==> config.mk <==
export PLATFORM = sky130hd
export DESIGN_NAME = card_clk_gen
export DESIGN_NICKNAME = d
export VERILOG_FILES = /design/src/rtl/card_clk_gen.sv
export SDC_FILE = /design/constraint.sdc
export NUM_CORES = 1
export LEC_CHECK = 0
export CAP_MARGIN = 20
export CORE_MARGIN = 4
export CORE_UTILIZATION = 30
export DETAILED_ROUTE_END_ITERATION = 10
export DONT_BUFFER_PORTS = 1
export SYNTH_ARGS = -nofsm -noshare
export SYNTH_HDL_FRONTEND = slang
export SYNTH_SLANG_ARGS = --single-unit
export TNS_END_PERCENT = 1
==> constraint.sdc <==
create_clock -name clk -period 2.73 [get_ports clk]
set_input_delay 0.4095 -clock clk [delete_from_list [all_inputs] [get_ports clk]]
set_output_delay 0.4095 -clock clk [all_outputs]
set_load 0.01 [all_outputs]
==> src/rtl/card_clk_gen.sv <==
module card_clk_gen #(
  parameter int DIV_W = 8
) (
  input  logic        clk,
  input  logic        rst_n,
  input  logic        cfg_wr,
  input  logic [31:0] cfg_wdata,
  output logic [31:0] cfg_rdata,
  input  logic        cmd_wr,
  input  logic [31:0] cmd_wdata,
  output logic        cmd_start,
  input  logic        xfer_busy,
  output logic        upd_done,
  output logic        card_clk
);
  localparam int EN_BIT   = 16;
  localparam int PS_BIT   = 17;
  localparam int GO_BIT   = 31;
  localparam int UPD_BIT  = 21;
  localparam int WAIT_BIT = 13;

  logic [DIV_W-1:0] pend_div, act_div, cnt, half;
  logic pend_en, psave, act_en, wait_q, card_q, start_q, done_q;
  logic upd_req, apply, run, terminal;
  logic unused_bits;

  assign upd_req  = cmd_wr && cmd_wdata[GO_BIT] && cmd_wdata[UPD_BIT] && !start_q;
  assign apply    = start_q && !(wait_q && xfer_busy) && !card_q;
  assign half     = (act_div == '0) ? DIV_W'(1) : act_div;
  assign terminal = (cnt == half - DIV_W'(1));
  assign run      = act_en && (!psave || xfer_busy);

  assign unused_bits = ^{cfg_wdata[31:PS_BIT+1], cfg_wdata[EN_BIT-1:DIV_W],
                         cmd_wdata[30:UPD_BIT+1], cmd_wdata[UPD_BIT-1:WAIT_BIT+1],
                         cmd_wdata[WAIT_BIT-1:0]};

  always_ff @(posedge clk or negedge rst_n) begin
    if (!rst_n) begin
      pend_div <= '0;
      pend_en  <= 1'b0;
      psave    <= 1'b0;
    end else if (cfg_wr) begin
      pend_div <= cfg_wdata[DIV_W-1:0];
      pend_en  <= cfg_wdata[EN_BIT];
      psave    <= cfg_wdata[PS_BIT];
    end
  end

  always_ff @(posedge clk or negedge rst_n) begin
    if (!rst_n) begin
      start_q <= 1'b0;
      wait_q  <= 1'b0;
      done_q  <= 1'b0;
      act_div <= '0;
      act_en  <= 1'b0;
    end else begin
      done_q <= apply;
      if (upd_req) begin
        start_q <= 1'b1;
        wait_q  <= cmd_wdata[WAIT_BIT];
      end else if (apply) begin
        start_q <= 1'b0;
        act_div <= pend_div;
        act_en  <= pend_en;
      end
    end
  end

  always_ff @(posedge clk or negedge rst_n) begin
    if (!rst_n) begin
      cnt    <= '0;
      card_q <= 1'b0;
    end else if (apply) begin
      cnt <= '0;
    end else if (card_q || run) begin
      if (terminal) begin
        cnt    <= '0;
        card_q <= !card_q;
      end else begin
        cnt <= cnt + DIV_W'(1);
      end
    end else begin
      cnt <= '0;
    end
  end

  always_comb begin
    cfg_rdata = '0;
    cfg_rdata[DIV_W-1:0] = pend_div;
    cfg_rdata[EN_BIT]    = pend_en;
    cfg_rdata[PS_BIT]    = psave;
  end

  assign cmd_start = start_q;
  assign upd_done  = done_q;
  assign card_clk  = card_q;
endmodule

Word-level counts from Yosys, hierarchy flattened
Index checks and enable logic that the tools add are counted.

Memories: 0. Logic and storage cells: 38. Memory bits (writable): 0. ROM bits: 0. Input port bits: 69. Output and inout port bits: 35. Latch bits: 0. Flip-flop bits (word level): 31.

$add $sub $neg: 2. Div/mod/pow operators: 0. Reduce and logical (&&, ||, !) cells: 17. $lt $le $gt $ge: 0. Equality and inequality tests: 1. Mux-type cells: 6. Multiply operators: 0. Bitwise logic cells: 2. Shift-type cells: 0.

Operators by type and width (number): 2-to-1 mux 8 bit (4); adder 8 x 1 -> 8 bit (second input constant) (1); == test 8 bit (1); zero test 8 bit (1); subtractor 8 x 1 -> 8 bit (second input constant) (1); logical AND 1 bit (7); zero test 1 bit (4); AND reduction 3 bit (1); logical OR 1 bit (2); 2-to-1 mux 1 bit (2); inverter 1 bit (2); AND reduction 2 bit (1); nonzero test 2 bit (1).

Depth between registers and ports, before layout
Gate-level depths: netlist (run 1).

Word-level depth: 7. Depth in mapped cells: 9. Gate-level depth less buffers: 9.

Worst setup path after synthesis (run 1)
No wires, ideal clock.

Path kind: register to register. From: register act_div[2]. To: register card_q (netlist: card_clk). Setup slack: 0.373 ns. Cell stages (with the launch flop): 10. Arrival time: 2.230 ns. Path buffers: 0. Path through: dfrtp_1 -> nor4_1 -> a21oi_1 -> ha_1 -> nor3b_1 -> xnor2_1 -> nor3_1 -> and3_1 -> nand4_1 -> mux2_1.

Longest elaborated chain between the ends: 5.

RTL lines: start, declared (line 22) `logic [DIV_W-1:0] pend_div, act_div, cnt, half;`; start signal, assigned (line 63) `act_div <= pend_div;`; zero test 8 bit (line 29) `assign half = (act_div == '0) ? DIV_W'(1) : act_div;`; 2-to-1 mux 8 bit * (line 29); subtractor 8 x 1 -> 8 bit * (line 30) `assign terminal = (cnt == half - DIV_W'(1));`; == test 8 bit * (line 30); AND reduction 3 bit (no line) *; end signal, assigned (line 78) `card_q <= !card_q;`; end, declared (line 23) `logic pend_en, psave, act_en, wait_q, card_q, start_q, done_q;`.

Mark *: on every way between the ends. The rest lies on a longest branch, timed or not. A chain may end at the register's enable or synchronous reset.

Final worst setup path (run 1)
From: register act_div[3]. To: register card_q (netlist: card_clk).

The elaborated chain is that of the path after synthesis.

==> results.toml, run 1 <==
[global_routing]
grt_overflow = 0
grt_start_max_net_pins = 32
antenna_found_initial = 0
track_usage = 0.0879
grt_pass1_vias = 986
grt_pass1_wl_mm = 4.44

[timing]
fin_setup_tns_ps = 0
setup_violations = 0
rsz0062_at_grt = "no"
layout_setup_ws_ps = 280
slew_violations = 0
period_share = 0.897
fin_crit_ps = 2450
skew_ps = 1.54
hold_violations = 0
fmax_mhz = 408

[detailed_routing]
ant_nets = 0
routedLengthMet1_mm = 1.14
dr_wl_met2_mm = 1.26
met3WireLength_um = 169
num_vias = 1000
drt-initial-drc-count = 38
wirelength_mm = 2.61
viasPerCell = 4.22
wl_per_cell_um = 11.0
routed.top_layer = "met4"
drc = 0
firstDrtPassIters = 4

[yosys]
synth_edf_count = 0
synth_ff_type = "dfrtp_1"
synth_fa_ha_area_frac = 0.0152
netlist_area_um2 = 1640
synth_commonest_cells = "dfrtp_1 (31), nand2_1 (28), buf_4 (24), nor2_1 (13), mux2_2 (11)"
yosysWarnings = 0
synth_top_family_by_area = "simple AND/OR/NAND/NOR gates"
yosysSeqAreaShare = 0.472
yosysMostFrequentCell = "dfrtp_1"
ys_ff_latch = 31
yosysUniqueCellTypes = 29
synth_top_area_frac = 0.472
async_reset_ff_frac = 1.00
synth_compound_area_frac = 0.0449
synth_xor_area_frac = 0.0959
syn_avg_cell_area_um2 = 10.2
synth-simple-area-share = 0.161
synth_largest_area_cell = "dfrtp_1"
muxShareOfSynthArea = 0.0883
synthTopCellsByArea = "dfrtp_1 (47%), buf_4 (11%), mux2_2 (7.5%), nand2_1 (6.4%), xnor2_1 (5.3%)"
synthCells = 161

[cts]
max-clock-path-buffers = 2
hold_buffers = 2
cts-htree-levels = 2
postCtsResizedCells = 0
cts.sinks = 31
path_clk_slew_ps = 60
clock_latency_ps = 280
cts_setup_buffers = 0
cts_tree = "done"
numCtsBuffers = 5
root_buffer = "clkbuf_8"

[outcome]
run_status = "finished, final reports clean"

[critical_path]
worst-endpoint-required_ps = 2890
setup.worst_path.class = "register to register"
end_kind = "register"
crit_fanout = 5
arrival_ps = 2610
start_kind = "register"

[placement]
place.gp.congestion = 0.808
place_hpwl_mm = 2.04
io_buffer_count = 0
placed_cells_incl_taps = 228
place_ws_ps = 258

[final_layout]
diodes = 0
drive_gt1_frac = 0.144
fin_nets = 238
final_cells = 237
syn_to_final_growth_pct = 6.77
fillers = 551

[power]
ir_worst_vdd_uv = 454
power-per-cell-area_nw_per_um2 = 948
p_leak_nw = 0.825

[hold_path]
hp-class = "input pin to register"

[floorplanning]
io_pins = 104
fp.dieH_um = 82.0
start_util = 0.316
die_x_um = 82.0
die_area_um2 = 6730
row_count = 26
core_area_um2 = 5200

[flow_run]
maxCapViolations = 0
==> cells by family after synthesis <==
family	Yosys count
XOR/XNOR	18
other	1
adder cells (fa/ha/maj)	2
buffers and inverters	29
multiplexers	13
AND/OR/NAND/NOR	59
flip-flops	31
AO/OA/AOI/OAI	8
==> worst max-delay path, stage by stage, from the launching register on <==
cell,delay (ps)
dfrtp_1,430
nor4_1,390
a21oi_1,180
ha_1,270
nor3b_1,160
xnor2_1,120
nor3_1,160
and3_1,190
nand4_1,110
mux2_1,320
==> report_power, final <==
| part | leakage, nW | switching (mW) | internal, mW | total, mW |
|---|---|---|---|---|
| combinational | 0.388 | 0.307 | 0.283 | 0.590 |
| sequential | 0.390 | 0.144 | 0.578 | 0.722 |
| clock | 0.0470 | 0.156 | 0.197 | 0.353 |
| total | 0.825 | 0.607 | 1.06 | 1.66 |
==> registers in the layout, indices dropped and copies added (netlist names) <==
name / cells
act_div: 8
act_en: 1
card_clk: 1
cmd_start: 1
cnt: 8
pend_div: 8
pend_en: 1
psave: 1
upd_done: 1
wait_q: 1
==> per-layer routing <==
layer | track usage | up-vias
met3 | 0.0373 | 4
li1 | - | 490
met2 | 0.133 | 33
met5 | 0 | -
met1 | 0.108 | 473
met4 | 0.0399 | 0
==> area by class of cell <==
class,count,area (µm²),area share
repair buffers,4,45.0,0.0257
inverters,3,11.3,0.00641
flip-flops and latches,31,776,0.442
multi-input cells,122,748,0.426
clock buffers,6,82.6,0.0470
clock inverters,1,5.00,0.00285
well taps,70,87.6,0.0499
==> worst paths after layout <==
kind,from,slack (ps),endpoint,depth (start not counted)
max,act_div[3],280,card_clk,9
min,cfg_wdata[2],280,pend_div[2],1
max reg2reg,act_div[3],280,card_clk,9
min reg2reg,act_div[0],500,act_div[0],2
max in group asynchronous,rst_n,1990,act_div[4],2
min in group asynchronous,rst_n,570,wait_q,2
==> cell usage in the layout (no fill, tap or decap), drive strengths merged, types with 2 or more instances in the layout <==
master,instances
mux2,12
nand2,28
dfrtp,31
nor2,13
clkbuf,6
inv,3
xnor2,10
conb,22
and3,3
nor3,2
ha,2
a21oi,2
nand3,6
xor2,8
buf,3
o21ai,2
==> per-stage QoR <==
step	power, mW	hold WS (ps)	util	area [µm²]
2_1_floorplan	1.22	114	-	1720
3_3_place_gp	1.31	115	0.315	1640
3_5_place_dp	1.32	115	0.315	1640
4_1_cts	1.70	266	0.337	1760
5_1_grt	1.82	259	0.337	1760
6_report	1.66	278	0.337	1760
Note: power is estimated with default switching activity, not from simulation.
==> run 2, diff against run 1 <==
REMOVE_ABC_BUFFERS = 1   (was unset)
==> run 2 against run 1 <==
First-iteration DRC count is 18% lower. Critical path depth unchanged. Global-route usage is 0.89 points higher. Combinational power is 2% higher. Flip-flop and latch count unchanged. Non-clock buffer count unchanged. Hold slack worse by 1.2 ps. Die area unchanged. Via count rose by 1.5%. Power grew 2.6%. Count of clock-buffer cells in the layout increased by 2. Critical path type unchanged. Largest power group unchanged.
==> results.toml, run 2 (synthesis results as in run 1) <==
[outcome]
run_status = "finished, final reports clean"

[floorplanning]
die_area_um2 = 6730
die_x_um = 82.0
start_util = 0.316
core_area_um2 = 5200
row_count = 26
fp.dieH_um = 82.0
io_pins = 104

[timing]
holdWs_ps = 277
setup_violations = 0
slew_violations = 0
fmax_mhz = 410
fin_setup_tns_ps = 0
rsz0062_at_grt = "no"
period_share = 0.894
layout_setup_ws_ps = 289
hold_violations = 0
fin_crit_ps = 2440
skew_ps = 5.17

[cts]
path_clk_slew_ps = 60
numCtsBuffers = 5
root_buffer = "clkbuf_8"
cts.sinks = 31
hold_buffers = 2
postCtsResizedCells = 0
cts_setup_buffers = 0
cts-htree-levels = 2
clock_latency_ps = 280
max-clock-path-buffers = 2
cts_tree = "done"

[critical_path]
crit_slowest_cell = "dfrtp_1"
setup.worst_path.class = "register to register"
cp_slowest_stage_delay_ps = 430
crit_chain = "nor4_1, a21oi_1, ha_1, nor3b_1, xnor2_1, nor3_1, and3_1, nand4_1, mux2_1"
crit_family = "simple AND/OR/NAND/NOR gates"
arrival_ps = 2600
worst-endpoint-required_ps = 2890
end_kind = "register"
cp.buffers_inverters = 0
start_kind = "register"
crit_fanout = 5

[placement]
place_hpwl_mm = 2.09
place.gp.congestion = 0.794
place_ws_ps = 262
io_buffer_count = 0

[detailed_routing]
viasPerCell = 4.26
num_vias = 1015
wl_per_cell_um = 11.5
ant_nets = 0
drc = 0
wirelength_mm = 2.75
drt-initial-drc-count = 31
firstDrtPassIters = 4

[power]
p_leak_nw = 0.830
power-per-cell-area_nw_per_um2 = 966
p_int_mw = 1.09
ir_worst_vdd_uv = 391
swShare = 0.362
clkPwrFrac = 0.226
combPwrFrac = 0.350
power_frac_seq = 0.423
switchingPower_mw = 0.618

[final_layout]
drive_gt1_frac = 0.143
diodes = 0
final_common_cell = "dfrtp_1"
final_util = 0.340
fin_nets = 238
mostFrequentLayoutCells = "dfrtp_1 (31), nand2_1 (28), conb_1 (22), nor2_1 (13), mux2_2 (11)"
fillers = 548
syn_to_final_growth_pct = 7.53
top_regs = "act_div: 8 flops, cnt: 8 flops, pend_div: 8 flops"

[global_routing]
grt_start_max_net_pins = 32
antenna_found_initial = 0
grt_pass1_vias = 1025
grt_pass1_wl_mm = 4.87
grt_overflow = 0
track_usage = 0.0968

[hold_path]
hp-class = "input pin to register"

[flow_run]
maxCapViolations = 0
## run 2: cell type report
type,count,area (µm²),area share
flip-flops and latches,31,776,0.439
multi-input cells,122,748,0.423
clock buffers,8,100,0.0566
well taps,70,87.6,0.0495
repair buffers,4,45.0,0.0255
inverters,3,11.3,0.00637
## run 2: per-layer routing
metal  up-vias  track usage  wire [µm]
met5         -            0          0
met3         5       0.0428        192
li1        499            -          -
met4         0       0.0449         57
met1       482        0.113       1160
met2        29        0.152       1330
## run 2: power groups by stage
| stage | Combinational, mW | Sequential [mW] | Clock (mW) |
|---|---|---|---|
| final | 0.599 | 0.723 | 0.386 |
| after floorplan | 0.482 | 0.706 | 0 |
| after global routing | 0.698 | 0.746 | 0.430 |
| after global placement | 0.581 | 0.730 | 0 |
| after detailed placement | 0.597 | 0.735 | 0 |
| after CTS | 0.615 | 0.727 | 0.404 |
## run 2: path summary, 6_finish.rpt
check / start / endpoint / slack, ps / cells after the start
setup / recovery: act_div[3] / card_clk / 290 / 9
hold / removal: cfg_wdata[7] / pend_div[7] / 280 / 1
setup reg to reg: act_div[3] / card_clk / 290 / 9
hold reg to reg: act_div[0] / act_div[0] / 490 / 2
max in group asynchronous: rst_n / pend_div[5] / 1990 / 2
min in group asynchronous: rst_n / cmd_start / 580 / 2
## run 2: stage by stage
step           total power, mW  instance area, µm²  instances
2_1_floorplan             1.19                1540        156
3_3_place_gp              1.31                1640        228
3_5_place_dp              1.33                1640        228
4_1_cts                   1.75                1770        238
5_1_grt                   1.87                1770        238
6_report                  1.71                1770        238
